`config.mk`:
```
export PLATFORM = sky130hd
export DESIGN_NAME = bl_cmd_engine
export DESIGN_NICKNAME = d
export VERILOG_FILES = /design/src/rtl/bl_pkg.sv /design/src/rtl/bl_sum_acc.sv /design/src/rtl/bl_ram_writer.sv /design/src/rtl/bl_reply_reg.sv /design/src/rtl/bl_cmd_engine.sv
export SDC_FILE = /design/constraint.sdc
export NUM_CORES = 1
export LEC_CHECK = 0
export ABC_CLOCK_PERIOD_IN_PS = 5200
export BUFFER_PORTS_ARGS = -buffer_cell sky130_fd_sc_hd__buf_2
export CAP_MARGIN = 20
export CORE_MARGIN = 4
export CORE_UTILIZATION = 60
export CTS_CLUSTER_SIZE = 40
export DETAILED_ROUTE_END_ITERATION = 8
export PLACE_DENSITY = 0.8
export REMOVE_ABC_BUFFERS = 1
export SLEW_MARGIN = 20
export SYNTH_ARGS = -nofsm -noshare
export SYNTH_HDL_FRONTEND = slang
export SYNTH_SLANG_ARGS = --single-unit
```
`constraint.sdc`:
```
create_clock -name clk -period 5.2 [get_ports clk]
set_input_delay 0.26 -clock clk [delete_from_list [all_inputs] [get_ports clk]]
set_output_delay 0.26 -clock clk [all_outputs]
set_load 0.03 [all_outputs]
```
`src/rtl/bl_pkg.sv`:
```
package bl_pkg;
  typedef enum logic [2:0] {
    ST_CMD, ST_HDR, ST_DATA, ST_SUM, ST_HALT
  } bl_state_e;

  localparam logic [4:0] OP_CHECK = 5'b00011;
  localparam logic [4:0] OP_LOAD  = 5'b00000;
  localparam logic [4:0] OP_RUN   = 5'b01000;
  localparam logic [3:0] RS_OK    = 4'h1;
  localparam logic [3:0] RS_ERR   = 4'h2;
endpackage

```
`src/rtl/bl_sum_acc.sv`:
```
module bl_sum_acc (
  input  logic       clk,
  input  logic       rst,
  input  logic       take,
  input  logic       restart,
  input  logic [7:0] din,
  output logic [7:0] sum
);
  always_ff @(posedge clk) begin
    if (rst) sum <= '0;
    else if (take) sum <= restart ? din : sum + din;
  end
endmodule

```
`src/rtl/bl_ram_writer.sv`:
```
module bl_ram_writer #(
  parameter int ADDR_W = 16
) (
  input  logic              clk,
  input  logic              rst,
  input  logic              start,
  input  logic [ADDR_W-1:0] base,
  input  logic              push,
  input  logic [7:0]        din,
  output logic              ram_we,
  output logic [ADDR_W-1:0] ram_addr,
  output logic [7:0]        ram_wdata
);
  logic [ADDR_W-1:0] ptr_q;

  always_ff @(posedge clk) begin
    if (rst) begin
      ptr_q     <= '0;
      ram_we    <= 1'b0;
      ram_addr  <= '0;
      ram_wdata <= '0;
    end else begin
      ram_we <= push;
      if (start) ptr_q <= base;
      else if (push) begin
        ram_addr  <= ptr_q;
        ram_wdata <= din;
        ptr_q     <= ptr_q + 1'b1;
      end
    end
  end
endmodule

```
`src/rtl/bl_reply_reg.sv`:
```
module bl_reply_reg (
  input  logic       clk,
  input  logic       rst,
  input  logic       load,
  input  logic [7:0] din,
  input  logic       tx_ready,
  output logic       tx_valid,
  output logic [7:0] tx_data
);
  always_ff @(posedge clk) begin
    if (rst) begin
      tx_valid <= 1'b0;
      tx_data  <= '0;
    end else if (load) begin
      tx_valid <= 1'b1;
      tx_data  <= din;
    end else if (tx_valid && tx_ready) begin
      tx_valid <= 1'b0;
    end
  end


  reply_hold_chk: assert property (@(posedge clk) disable iff (rst)
    (tx_valid && !tx_ready) |=> (tx_valid && $stable(tx_data)));
endmodule

```
`src/rtl/bl_cmd_engine.sv`:
```
module bl_cmd_engine
  import bl_pkg::*;
#(
  parameter int              ADDR_W     = 16,
  parameter int              MAX_COUNT  = 512,
  parameter logic [ADDR_W-1:0] START_ADDR = 'h190,
  parameter bit              CHECK_EN   = 1'b1
) (
  input  logic              clk,
  input  logic              rst,
  input  logic [7:0]        rx_data,
  input  logic              rx_valid,
  output logic              rx_ready,
  output logic [7:0]        tx_data,
  output logic              tx_valid,
  input  logic              tx_ready,
  output logic              ram_we,
  output logic [ADDR_W-1:0] ram_addr,
  output logic [7:0]        ram_wdata,
  output logic              exec_pulse,
  output logic [ADDR_W-1:0] exec_addr
);
  localparam int CNT_W = $clog2(MAX_COUNT + 1);

  bl_state_e         state_q, state_d;
  logic [7:0]        cmd_q;
  logic [7:0]        lo_q;
  logic [1:0]        hdr_idx;
  logic              run_q;
  logic [ADDR_W-1:0] base_q;
  logic [CNT_W-1:0]  rem_q;
  logic [7:0]        sum_q;
  logic              acc;
  logic [15:0]       cnt_full;
  logic              cnt_bad;
  logic [4:0]        opc;
  logic              reply_ld, start_wr, wr_go, fire;
  logic [7:0]        reply_byte;

  assign rx_ready  = (state_q != ST_HALT) && !tx_valid;
  assign acc       = rx_valid && rx_ready;
  assign exec_addr = START_ADDR;
  assign cnt_full  = {rx_data, lo_q};
  assign cnt_bad   = (cnt_full == 16'd0) || (cnt_full > 16'(MAX_COUNT));
  assign opc       = rx_data[7:3];

  always_comb begin
    state_d    = state_q;
    reply_ld   = 1'b0;
    reply_byte = '0;
    start_wr   = 1'b0;
    wr_go      = 1'b0;
    fire       = 1'b0;
    if (acc) begin
      unique case (state_q)
        ST_CMD: begin
          if (CHECK_EN && opc == OP_CHECK) begin
            reply_ld   = 1'b1;
            reply_byte = {rx_data[7:4], RS_OK};
          end else if (opc == OP_LOAD || opc == OP_RUN) begin
            state_d = ST_HDR;
          end else begin
            reply_ld   = 1'b1;
            reply_byte = {rx_data[7:4], RS_ERR};
          end
        end
        ST_HDR: begin
          if (hdr_idx == 2'd3) begin
            if (run_q) begin
              fire    = 1'b1;
              state_d = ST_HALT;
            end else if (cnt_bad) begin
              reply_ld   = 1'b1;
              reply_byte = {cmd_q[7:4], RS_ERR};
              state_d    = ST_CMD;
            end else begin
              start_wr = 1'b1;
              state_d  = ST_DATA;
            end
          end
        end
        ST_DATA: begin
          wr_go = 1'b1;
          if (rem_q == CNT_W'(1)) state_d = ST_SUM;
        end
        ST_SUM: begin
          reply_ld   = 1'b1;
          reply_byte = {cmd_q[7:4], (rx_data == sum_q) ? RS_OK : RS_ERR};
          state_d    = ST_CMD;
        end
        default: ;
      endcase
    end
  end

  always_ff @(posedge clk) begin
    if (rst) begin
      state_q    <= ST_CMD;
      cmd_q      <= '0;
      lo_q       <= '0;
      hdr_idx    <= '0;
      run_q      <= 1'b0;
      base_q     <= '0;
      rem_q      <= '0;
      exec_pulse <= 1'b0;
    end else begin
      state_q    <= state_d;
      exec_pulse <= fire;
      if (acc) begin
        case (state_q)
          ST_CMD: begin
            cmd_q   <= rx_data;
            hdr_idx <= '0;
            run_q   <= (opc == OP_RUN);
          end
          ST_HDR: begin
            hdr_idx <= hdr_idx + 2'd1;
            if (hdr_idx[0] == 1'b0) lo_q <= rx_data;
            if (hdr_idx == 2'd1) base_q <= ADDR_W'({rx_data, lo_q});
            if (hdr_idx == 2'd3) rem_q <= cnt_full[CNT_W-1:0];
          end
          ST_DATA: rem_q <= rem_q - 1'b1;
          default: ;
        endcase
      end
    end
  end

  bl_sum_acc u_sum (
    .clk(clk), .rst(rst), .take(acc), .restart(state_q == ST_CMD),
    .din(rx_data), .sum(sum_q)
  );

  bl_ram_writer #(.ADDR_W(ADDR_W)) u_wr (
    .clk(clk), .rst(rst), .start(start_wr), .base(base_q), .push(wr_go),
    .din(rx_data), .ram_we(ram_we), .ram_addr(ram_addr), .ram_wdata(ram_wdata)
  );

  bl_reply_reg u_reply (
    .clk(clk), .rst(rst), .load(reply_ld), .din(reply_byte),
    .tx_ready(tx_ready), .tx_valid(tx_valid), .tx_data(tx_data)
  );


  exec_once_chk: assert property (@(posedge clk) disable iff (rst)
    exec_pulse |=> (!exec_pulse && !rx_ready));


  no_wr_during_reply_chk: assert property (@(posedge clk) disable iff (rst)
    ram_we |-> !tx_valid);


  status_code_chk: assert property (@(posedge clk) disable iff (rst)
    tx_valid |-> (tx_data[3:0] == RS_OK || tx_data[3:0] == RS_ERR));
endmodule

```
# [Yosys cells after proc, flatten, opt, wreduce, memory -nomap -nowiden]
# Cells that the tools add are included.
[classes] add_sub_neg=4 magnitude_cmp=1 n_eq_ne=14 mux=38 bitwise_logic=5 reduce_logical=22
[op_table] cell="$mux 8" n=7
[op_table] cell="$mux 16" n=2
[op_table] cell="$pmux 8 s3" n=1
[op_table] cell="$pmux 10 s2" n=1
[op_table] cell="$add 16x1->16 const B" n=1
[op_table] cell="$gt 16x10->1 const B" n=1
[op_table] cell="$logic_not 16->1" n=1
[op_table] cell="$mux 1" n=16
[op_table] cell="$mux 3" n=5
[op_table] cell="$pmux 3 s4" n=1
[op_table] cell="$eq 10x1->1 const B" n=1
[op_table] cell="$mux 10" n=1
[op_table] cell="$sub 10x1->10 const B" n=1
[op_table] cell="$reduce_and 3->1" n=3
[op_table] cell="$add 8x8->8" n=1
[op_table] cell="$eq 8x8->1" n=1
[op_table] cell="$ne 2x2->1 const B" n=4
[op_table] cell="$reduce_bool 2->1" n=4
[op_table] cell="$eq 3x2->1 const B" n=2
[op_table] cell="$reduce_and 2->1" n=3
[op_table] cell="$reduce_and 6->1" n=1
[op_table] cell="$eq 5x2->1 const B" n=1
[op_table] cell="$eq 5x4->1 const B" n=1
[op_table] cell="$logic_not 5->1" n=1
[op_table] cell="15 further kinds" n=23
[totals] register_bits=107 elab_cells=99

# [Logic depth before layout (Yosys ltp)]
# Gate-level depths: netlist (run 1).
[depth] word_depth=9 mapped_depth=9 mapped_depth_nobuf=9

# [Modules after synthesis]
# Synthesis (run 1) repeated with hierarchy kept, for this count alone.
[unflattened] cells_unflattened=649 hier_area_um2=5273.8
[by_module_without_submodules] mod="bl_cmd_engine" n_inst=1 cells_each=313 area_per_inst_um2=2454.9 seq_area_each_um2=900.9
[by_module_without_submodules] mod="bl_ram_writer" n_inst=1 cells_each=220 area_per_inst_um2=1759.2 seq_area_each_um2=820.8
[by_module_without_submodules] mod="bl_sum_acc" n_inst=1 cells_each=86 area_per_inst_um2=738.2 seq_area_each_um2=160.2
[by_module_without_submodules] mod="bl_reply_reg" n_inst=1 cells_each=30 area_per_inst_um2=321.6 seq_area_each_um2=180.2

# [Worst setup path after synthesis (run 1)]
# OpenSTA, ideal clock, no wires.
[synth_path] path_type="flip-flop to flip-flop" startpoint="reg lo_q[2]" endpoint="reg u_reply.tx_data[1]" arrival_time_ps=2134 setup_slack_ps=2950 stages_incl_launch_ff=8 path_cell_list="dfxtp_1 -> or4_4 -> nor4_4 -> mux2_2 -> a31oi_1 -> buf_2 -> nor3_1 -> a31o_2"
[synth_via] elab_chain_cells=7 elab_cells_between_ends=13 cone_classes="1 x order compare; 10 x mux; 2 x reduce/logical"
[synth_rtl] element="start, declared" line="bl_cmd_engine.sv:27" source="logic [7:0] lo_q;"
[synth_rtl] element="start signal, assigned" line="bl_cmd_engine.sv:118" source="if (hdr_idx[0] == 1'b0) lo_q <= rx_data;"
[synth_rtl] element="$gt 16x10->1 / $logic_not 16->1 (equally long branches)" line="bl_cmd_engine.sv:44" source="assign cnt_bad = (cnt_full == 16'd0) || (cnt_full > 16'(MAX_COUNT));"
[synth_rtl] element="$logic_or 1x1->1 *" line="bl_cmd_engine.sv:44"
[synth_rtl] element="$mux 8 / $mux 1 (equally long branches)" line="bl_cmd_engine.sv:72" source="end else if (cnt_bad) begin"
[synth_rtl] element="$mux 8 / $mux 1 (equally long branches)" line="bl_cmd_engine.sv:69" source="if (run_q) begin"
[synth_rtl] element="$mux 8 / $mux 1 (equally long branches)" line="bl_cmd_engine.sv:68" source="if (hdr_idx == 2'd3) begin"
[synth_rtl] element="$pmux 8 s3 / $pmux 1 s3 (equally long branches)" line="bl_cmd_engine.sv:55" source="unique case (state_q)"
[synth_rtl] element="$mux 8 / $mux 1 (equally long branches)" line="bl_cmd_engine.sv:54" source="if (acc) begin"
[synth_rtl] element="end signal, assigned" line="bl_reply_reg.sv:16" source="tx_data <= din;"
[synth_rtl] element="end, declared" line="bl_reply_reg.sv:8" source="output logic [7:0] tx_data"
# Mark *: on every way between the ends. The rest lies on a longest branch, timed or not.
# A chain may end at the register's enable or synchronous reset.

# [Worst setup path after layout (run 1)]
[layout_path] startpoint="reg lo_q[2]" endpoint="reg u_reply.tx_data[4]"
# The elaborated chain is that of the path after synthesis.

==> results.cfg, run 1 <==
[power_and_ir_drop]
p_total_mw = 1.423
leakage_nw = 2.002
powerDensity_mw_per_mm2 = 268.9
peakVddDrop_mv = 0.2182

[clocking]
clock_latency_ps = 380
htree_levels = 3
cts-resized-gates = 0
numClockSinks = 101
clk_path_buf_depth = 2
cts_setup_buffers = 0
cts_buffers = 9
cts.clk_slew.worst_paths_ps = 100
root_buffer = clkbuf_8
cts_hold_buf = 0
cts_tree = done

[grt]
grt_usage = 0.2404
overflow = 0
grtUsageMet2 = 0.3977
grt_max_degree = 69
use_met3 = 0.05166
busiest_layer = met2
grt_pass1_vias = 4230
grt_pass1_wl_mm = 19.57
antenna_found_initial = 0
gr-usage-met1 = 0.3075

[timing]
max_freq_mhz = 354.1
maxSlewViolCount = 0
slew_headroom = 0.3721
setup_ws_ps = 2376
setup-violations-final = 0
fin_crit_ps = 2824
clock-skew-final_ps = 11.47
fin_crit_sh = 0.5430
tightest_slew_ps = 937.5
rsz0062_at_grt = no
finalSetupTns_ps = 0
final_hold_viol_count = 0
fin_hold_ws_ps = 136.1

[synth]
synth.distinct_cells = 59
synthAdderAreaFrac = 0.03442
yosys.area_share.simple = 0.2526
synthMuxAreaShare = 0.02455
yosysSeqAreaShare = 0.4090
synth_compound_area_frac = 0.2045
netlist_area_mm2 = 0.004943
avgSynthCellArea_um2 = 7.724
synth_edf_count = 0
async_flop_share = 0
synth_xor_xnor_area_share = 0.003543
syn-instance-count = 640
synthFlopType = dfxtp_1
synth_top_family_by_area = simple AND/OR/NAND/NOR gates
synth_warnings = 0
synth-seq-cells = 101

[run_status]
status = complete, no violations

[placement]
place_congestion = 0.9278
dpl.hpwl_mm = 8.071
port_buffers = 45
pre_cts_ws_ps = 2414

[hold_path]
hp-start = tx_ready
holdCritPathClass = in -> reg

[cells_and_area]
layout_common_cells = nand2_1 (123), dfxtp_1 (101), a21oi_1 (91)
area_delta_synth_final_pct = 7.062
nNetsFinal = 686
drive_gt1_frac = 0.1201
diodes = 0
layout_commonest_cell = nand2_1

[worst_setup_path]
critPathKind = reg -> reg
cp_slowest_stage_delay_ps = 760
crit_required_ps = 5470
end_kind = flop
worstPathCellList = or4_4 -> nor4_4 -> mux2_2 -> a31oi_1 -> nor3_1 -> a31o_2
r2r_start = lo_q[2]
cp_max_fo = 12
startpoint = lo_q[2]
cp-start-kind = flop
worstPathArrival_ps = 3100
slowest_stage = a31oi_1

[die]
die_height_um = 98.77
die_x_um = 98.77
die_area_mm2 = 0.009756
pin_count = 64
rows = 32
core_region_area_mm2 = 0.007888
initial_core_util = 0.6267

[job]
cap_violations = 0

[detailed_routing]
drt_drc_violations_left = 0
routed_wl_mm = 11.75
first_iter_violations = 393
first_pass_iters = 5
drtAntennaViolNets = 0
vias = 4557
avgViaCountPerCell = 5.934
detail_route.wl_per_cell_um = 15.30
## through the flow
stage	instance area [µm²]	instances	utilization
after floorplan	4711	599	-
after global placement	5111	752	0.6480
after detailed placement	5111	752	0.6480
after CTS	5293	768	0.6710
after global routing	5293	768	0.6710
final	5293	768	0.6710
## path summary, 6_finish.rpt
check,end,slack (ps),cells after the start
min,u_reply.tx_valid,140,3
min reg2reg,u_wr.ram_addr[9],460,2
max reg2reg,u_reply.tx_data[4],2380,6
max,u_reply.tx_data[4],2380,6
## layer usage
layer | vias to the layer above | share of wire
met5 | - | 0
met4 | 0 | 0.018
met3 | 21 | 0.069
met2 | 181 | 0.48
met1 | 2109 | 0.44
li1 | 2246 | -
## synth_stat cells (all sizes together) (2+ instances only)
master,n,area [µm²]
a211oi,3,22.52
a22o,2,18.77
buf,25,171.4
o21ai,33,165.2
ha,12,150.1
a22oi,5,37.54
or4,3,26.27
a41oi,2,17.52
nand3b,2,15.01
nor3,23,115.1
or2,2,12.51
and3,2,12.51
inv,14,52.55
clkbuf,32,121.4
xnor2,2,17.52
and2,10,65.06
nand2b,3,18.77
nand2,123,461.7
nand3,16,80.08
nor3b,4,30.03
a31o,2,17.52
o211ai,3,22.52
o31ai,3,22.52
nor2,47,176.4
nand4,7,43.79
a221oi,5,43.79
dfxtp,101,2022
o32ai,2,17.52
a2bb2oi,5,43.79
mux2i,11,110.1
conb,2,7.510
a31oi,5,31.28
o21a,2,15.01
nor2b,5,31.28
or3,6,37.54
nor4,9,77.57
a21oi,92,464.2
o2111ai,3,26.28
## cell families (layout without fill, tap and decap cells)
logic type / count (synthesis) / after routing
xor gates and xnor gates: 2 / 2
adders and majority gates: 13 / 13
other: 2 / 18
AOI/OAI and AO/OA: 172 / 172
DFF: 101 / 101
buffers and inverters: 71 / 81
and+or+nand+nor: 267 / 267
muxes: 12 / 12
## flip-flops by register name (all words and copies together) (netlist names)
| register | count |
|---|---|
| u_wr.ptr_q | 16 |
| run_q | 1 |
| hdr_idx | 2 |
| u_wr.ram_we | 1 |
| u_reply.tx_data | 6 |
| exec_pulse | 1 |
| u_wr.ram_addr | 16 |
| state_q | 3 |
| base_q | 16 |
| rem_q | 10 |
| u_sum.sum | 8 |
| lo_q | 8 |
| cmd_q | 4 |
| u_wr.ram_wdata | 8 |
| u_reply.tx_valid | 1 |
## layout make-up
class / count / area [µm²]
well taps: 102 / 127.6
inverters: 14 / 52.55
repair buffers: 51 / 270.3
clock buffers: 9 / 123.9
multi-input cells: 484 / 2639
clock inverters: 7 / 57.56
fillers: 647 / 2595
flip-flops and latches: 101 / 2022
## report_power, final
part           switching [mW]  total, mW  internal [mW]  leakage (nW)
Combinational           0.107      0.156         0.0485          1.10
Sequential             0.0104      0.798          0.787         0.817
Clock                   0.289      0.470          0.181        0.0881
## worst max-delay path, delay by kind of cell, from the launching register on
| kind | cells | cell delay (ps) |
|---|---|---|
| flip-flops | 1 | 370 |
| AO/OA/AOI/OAI | 2 | 1010 |
| multiplexers | 1 | 390 |
| AND/OR/NAND/NOR | 3 | 940 |
No activity file was read; power rests on OpenSTA's default activity.
==> run 2, diff against run 1 <==
--- a/config.mk
+++ b/config.mk
@@ -5,14 +5,14 @@
 export SDC_FILE = /design/constraint.sdc
 export NUM_CORES = 1
 export LEC_CHECK = 0
-export ABC_CLOCK_PERIOD_IN_PS = 5200
+export ABC_CLOCK_PERIOD_IN_PS = 2600
 export BUFFER_PORTS_ARGS = -buffer_cell sky130_fd_sc_hd__buf_2
 export CAP_MARGIN = 20
 export CORE_MARGIN = 4
-export CORE_UTILIZATION = 60
+export CORE_UTILIZATION = 58
 export CTS_CLUSTER_SIZE = 40
 export DETAILED_ROUTE_END_ITERATION = 8
-export PLACE_DENSITY = 0.8
+export PLACE_DENSITY = 0.78
 export REMOVE_ABC_BUFFERS = 1
 export SLEW_MARGIN = 20
 export SYNTH_ARGS = -nofsm -noshare
==> constraint.sdc (replaced) <==
create_clock -name clk -period 2.6 [get_ports clk]
set_input_delay 0.13 -clock clk [delete_from_list [all_inputs] [get_ports clk]]
set_output_delay 0.13 -clock clk [all_outputs]
set_load 0.03 [all_outputs]
==> run 2 against run 1 <==
  * Final area grew 2.0%
  * Worst setup slack lost 2100 ps
  * Critical path type unchanged
  * Global-route usage shrank 0.19 points
  * Clock power is 110% higher
  * Clock skew rose by 5.2 ps
  * Non-clock buffer count is 8 higher
  * Hold slack worse by 100 ps
  * Register-to-register slack got worse by 2100 ps
  * Fmax increased by 21%
  * Sequential power grew 100%
  * Via count grew 0.88%
==> results.cfg, run 2 (synthesized netlist as in run 1, its figures left out) <==
[clocking]
numClockSinks = 101
cts-resized-gates = 0
cts.clk_slew.worst_paths_ps = 110
clk_path_buf_depth = 2
cts_buffers = 9
htree_levels = 3
cts_setup_buffers = 0
root_buffer = clkbuf_8
cts_tree = done
clock_latency_ps = 370
cts_hold_buf = 0

[timing]
finalSetupTns_ps = 0
maxSlewViolCount = 0
rsz0062_at_grt = no
setup-violations-final = 0
setup_ws_ps = 261.9
final_hold_viol_count = 0
fin_crit_ps = 2338
max_freq_mhz = 427.7
fin_crit_sh = 0.8993
clock-skew-final_ps = 16.63
tightest_slew_ps = 714.8
slew_headroom = 0.5168
fin_hold_ws_ps = 31.56

[cells_and_area]
diodes = 0
layout_commonest_cell = nand2_1
fill_cells = 741
instances_no_fill = 779
layout_common_cells = nand2_1 (123), dfxtp_1 (101), a21oi_1 (91)
area_delta_synth_final_pct = 9.238
nNetsFinal = 694
seqCellArea_mm2 = 0.002022
reg_top3 = base_q x16, u_wr.ptr_q x16, u_wr.ram_addr x16
drive_gt1_frac = 0.1306
multi_input_area_mm2 = 0.002639

[die]
rows = 33
pin_count = 64
die_x_um = 100.3
die_height_um = 100.3
initial_core_util = 0.5986
die_area_mm2 = 0.01006
core_region_area_mm2 = 0.008258

[grt]
grt_max_degree = 71
antenna_found_initial = 0
grt_pass1_vias = 4191
overflow = 0
grt_pass1_wl_mm = 19.62
grt_usage = 0.2386

[placement]
pre_cts_ws_ps = 295.6
port_buffers = 45
place_congestion = 0.9547
place_inst = 763
dpl.hpwl_mm = 8.139

[worst_setup_path]
r2r_start = lo_q[2]
end_kind = flop
startpoint = lo_q[2]
critPathKind = reg -> reg
reg2reg_slack_ps = 260
cp_max_fo = 12
worstPathCellList = or4_4 -> nor4_4 -> mux2_2 -> a31oi_1 -> buf_4 -> nor3_1 -> a31o_2
cp_slowest_stage_delay_ps = 550
r2r-end = u_reply.tx_data[1]
crit_required_ps = 2880
cp-start-kind = flop
rr_worst_depth = 7
worstPathArrival_ps = 2610
slowest_stage = or4_4
worstSetupEndpoint = u_reply.tx_data[1]

[detailed_routing]
first_iter_violations = 324
drtAntennaViolNets = 0
vias = 4597
routed_wl_mm = 12.04
drt_drc_violations_left = 0
detail_route.wl_per_cell_um = 15.46
avgViaCountPerCell = 5.901
first_pass_iters = 8

[hold_path]
holdCritPathClass = in -> reg
hp-start = tx_ready

[power_and_ir_drop]
leakage_nw = 2.064
powerDensity_mw_per_mm2 = 540.2
p_total_mw = 2.917
peakVddDrop_mv = 0.4329

[run_status]
status = complete, no violations

[job]
cap_violations = 0
==> run 2: cell types whose count changed in the layout (fill, tap and decap cells not counted) <==
cell        before  now
clkinvlp_4       2    0
clkinv_8         0    1
buf_12           0    2
inv_6            2    1
clkinv_2         1    0
clkinv_4         1    2
inv_8            1    3
buf_4            6   12
==> run 2: cell type report <==
cell class,instances,share of cell area
inverters,14,0.009731
clock inverters,7,0.01413
flip-flops and latches,101,0.3744
clock buffers,9,0.02294
well taps,105,0.02433
multi-input cells,484,0.4886
repair buffers,59,0.06580
==> run 2: worst max-delay path: cells and delay by family, from the launching register on <==
family | cells | cell delay, ps
AOI/OAI and AO/OA | 2 | 390
buffers and inverters | 1 | 200
and+or+nand+nor | 3 | 910
DFF | 1 | 360
muxes | 1 | 380
==> run 2: worst min-delay path by stage <==
stage                       endpoint  depth (start not counted)
CTS                 u_reply.tx_valid                          3
floorplan                  base_q[0]                          1
detailed placement  u_reply.tx_valid                          3
finish              u_reply.tx_valid                          3
global route        u_reply.tx_valid                          3
global placement    u_wr.ram_addr[7]                          2
==> run 2: through the flow <==
| stage | utilization | cell area, µm² |
|---|---|---|
| after floorplan | - | 4711 |
| after global placement | 0.6297 | 5200 |
| after detailed placement | 0.6297 | 5200 |
| after CTS | 0.6539 | 5400 |
| after global routing | 0.6539 | 5400 |
| final | 0.6539 | 5400 |
==> run 2: report_power, final <==
group	switching, mW	internal, mW
clock	0.612	0.384
combinational	0.221	0.105
sequential	0.0210	1.57
total	0.853	2.06
==> run 2: per-layer routing <==
| metal | track usage | routed length (µm) | vias to the layer above |
|---|---|---|---|
| met5 | 0 | 0 | - |
| met4 | 0.07358 | 160 | 0 |
| met3 | 0.04170 | 744 | 17 |
| met2 | 0.4067 | 5925 | 170 |
| met1 | 0.3078 | 5209 | 2146 |
| li1 | - | - | 2264 |
==> run 3, diff against run 2 <==
--- a/config.mk
+++ b/config.mk
@@ -13,6 +13,7 @@
 export CTS_CLUSTER_SIZE = 40
 export DETAILED_ROUTE_END_ITERATION = 8
 export PLACE_DENSITY = 0.78
+export RECOVER_POWER = 25
 export REMOVE_ABC_BUFFERS = 1
 export SLEW_MARGIN = 20
 export SYNTH_ARGS = -nofsm -noshare
==> run 3 against run 2 <==
  * Global-route usage unchanged
  * Cell count unchanged
  * Power about the same
  * Final area down 0.76%
  * Non-clock buffer count unchanged
  * Hold slack about the same
  * Routed wire length up 0.12%
  * Critical path depth unchanged
  * Worst setup slack better by 1.6 ps
  * Clock-buffer cell count unchanged
  * Critical endpoint is now u_reply.tx_data[4]
  * Largest power group unchanged
  * Highest routed layer unchanged
==> results.cfg, run 3 (synthesized netlist as in run 1, its figures left out) <==
[detailed_routing]
highest_layer = met4
drt_drc_violations_left = 0
routed_wl_mm = 12.05
wl_met1_mm = 5.301
vias = 4565
first_pass_iters = 5
wl_met3_um = 637
detail_route.wl_per_cell_um = 15.47
first_iter_violations = 311
dr_wl_met2_mm = 5.906
avgViaCountPerCell = 5.860
drtAntennaViolNets = 0

[placement]
place_inst = 763
place_area_mm2 = 0.005200
dpl.hpwl_mm = 8.139
place_congestion = 0.9547
port_buffers = 45

[cells_and_area]
layout_common_cells = nand2_1 (123), dfxtp_1 (101), a21oi_1 (91)
seqCellArea_mm2 = 0.002022
multi_input_area_mm2 = 0.002639
fill_cells = 758
diodes = 0
stdcell_area_mm2 = 0.005359
layout_commonest_cell = nand2_1
area_delta_synth_final_pct = 8.403
instances_no_fill = 779
drive_gt1_frac = 0.08160
nNetsFinal = 694
reg_top3 = base_q x16, u_wr.ptr_q x16, u_wr.ram_addr x16

[die]
pin_count = 64
core_region_area_mm2 = 0.008258
rows = 33
initial_core_util = 0.5986
die_x_um = 100.3
die_area_mm2 = 0.01006
die_height_um = 100.3

[clocking]
htree_levels = 3
cts-resized-gates = 0
cts.clk_slew.worst_paths_ps = 110
root_buffer = clkbuf_8
cts_hold_buf = 0
cts_tree = done
cts_buffers = 9
cts_setup_buffers = 0
clk_path_buf_depth = 2
numClockSinks = 101
clock_latency_ps = 370

[hold_path]
hold_depth = 3
holdCritPathClass = in -> reg
hp-start = tx_ready
whs_endpoint = u_reply.tx_valid

[timing]
fin_crit_sh = 0.8986
tightest_slew_ps = 734.5
rsz0062_at_grt = no
final_hold_viol_count = 0
slew_headroom = 0.5034
maxSlewViolCount = 0
clock-skew-final_ps = 16.99
fin_crit_ps = 2336
setup-violations-final = 0
max_freq_mhz = 428.0

[grt]
grt_max_degree = 71
grt_pass1_vias = 4191
grt_usage = 0.2386
antenna_found_initial = 0
grt_pass1_wl_mm = 19.62
overflow = 0

[power_and_ir_drop]
powerDensity_mw_per_mm2 = 544.7
leakage_nw = 1.922
peakVddDrop_mv = 0.4353

[worst_setup_path]
critPathKind = reg -> reg
rr_worst_depth = 7
r2r-end = u_reply.tx_data[4]
worstPathArrival_ps = 2610
end_kind = flop
crit_required_ps = 2870
cp-start-kind = flop
reg2reg_slack_ps = 260
r2r_start = lo_q[2]
cp_max_fo = 12

[job]
cap_violations = 0

[run_status]
status = complete, no violations
-- run 3: cell types whose count changed in the layout (fill, tap and decap cells not counted) --
cell / delta
clkbuf_1: +33
buf_2: -33
-- run 3: metrics by stage --
step / util / TNS [ps] / hold slack, ps / power [mW] / setup WS [ps]
floorplan: - / -279.0 / 199.1 / 1.833 / -275.1
global placement: 0.6297 / 0 / 438.3 / 1.943 / 326.1
detailed placement: 0.6297 / 0 / 410.0 / 1.953 / 295.6
CTS: 0.6539 / 0 / 21.66 / 2.934 / 292.6
global route: 0.6489 / 0 / 37.19 / 3.040 / 176.0
finish: 0.6489 / 0 / 31.66 / 2.919 / 263.5
-- run 3: area by class of cell --
cell class | instances | area share
inverter | 14 | 0.009806
clock inverter | 7 | 0.01424
multi-input combinational | 484 | 0.4924
sequential | 101 | 0.3773
timing repair buffer | 59 | 0.05860
tap | 105 | 0.02452
clock buffer | 9 | 0.02311
-- run 3: critical path: stages, from the launching register on --
cell     delay [ps]
dfxtp_1         350
or4_4           550
nor4_4          290
mux2_2          380
a31oi_1         160
buf_4           210
nor3_1           70
a31o_2          240
-- run 3: per-layer routing --
metal	global-route usage	vias to the layer above
met4	0.07358	0
met2	0.4067	142
li1	-	2268
met5	0	-
met1	0.3078	2131
met3	0.04170	24
-- run 3: where the power goes --
group          switching [mW]  internal [mW]
clock network           0.615          0.384
registers              0.0213           1.57
logic                   0.222          0.103
total                   0.858           2.06
-- run 3: how the worst max path moves through the flow --
stage / slack (ps) / from / endpoint / depth (start not counted)
2_1_floorplan: -280 / u_reply.tx_valid / u_wr.ptr_q[14] / 6
3_3_place_gp: 330 / lo_q[2] / u_reply.tx_data[1] / 7
3_5_place_dp: 300 / lo_q[2] / u_reply.tx_data[1] / 7
4_1_cts: 290 / lo_q[2] / u_reply.tx_data[4] / 7
5_1_grt: 180 / lo_q[2] / u_wr.ptr_q[1] / 7
6_report: 260 / lo_q[2] / u_reply.tx_data[4] / 7
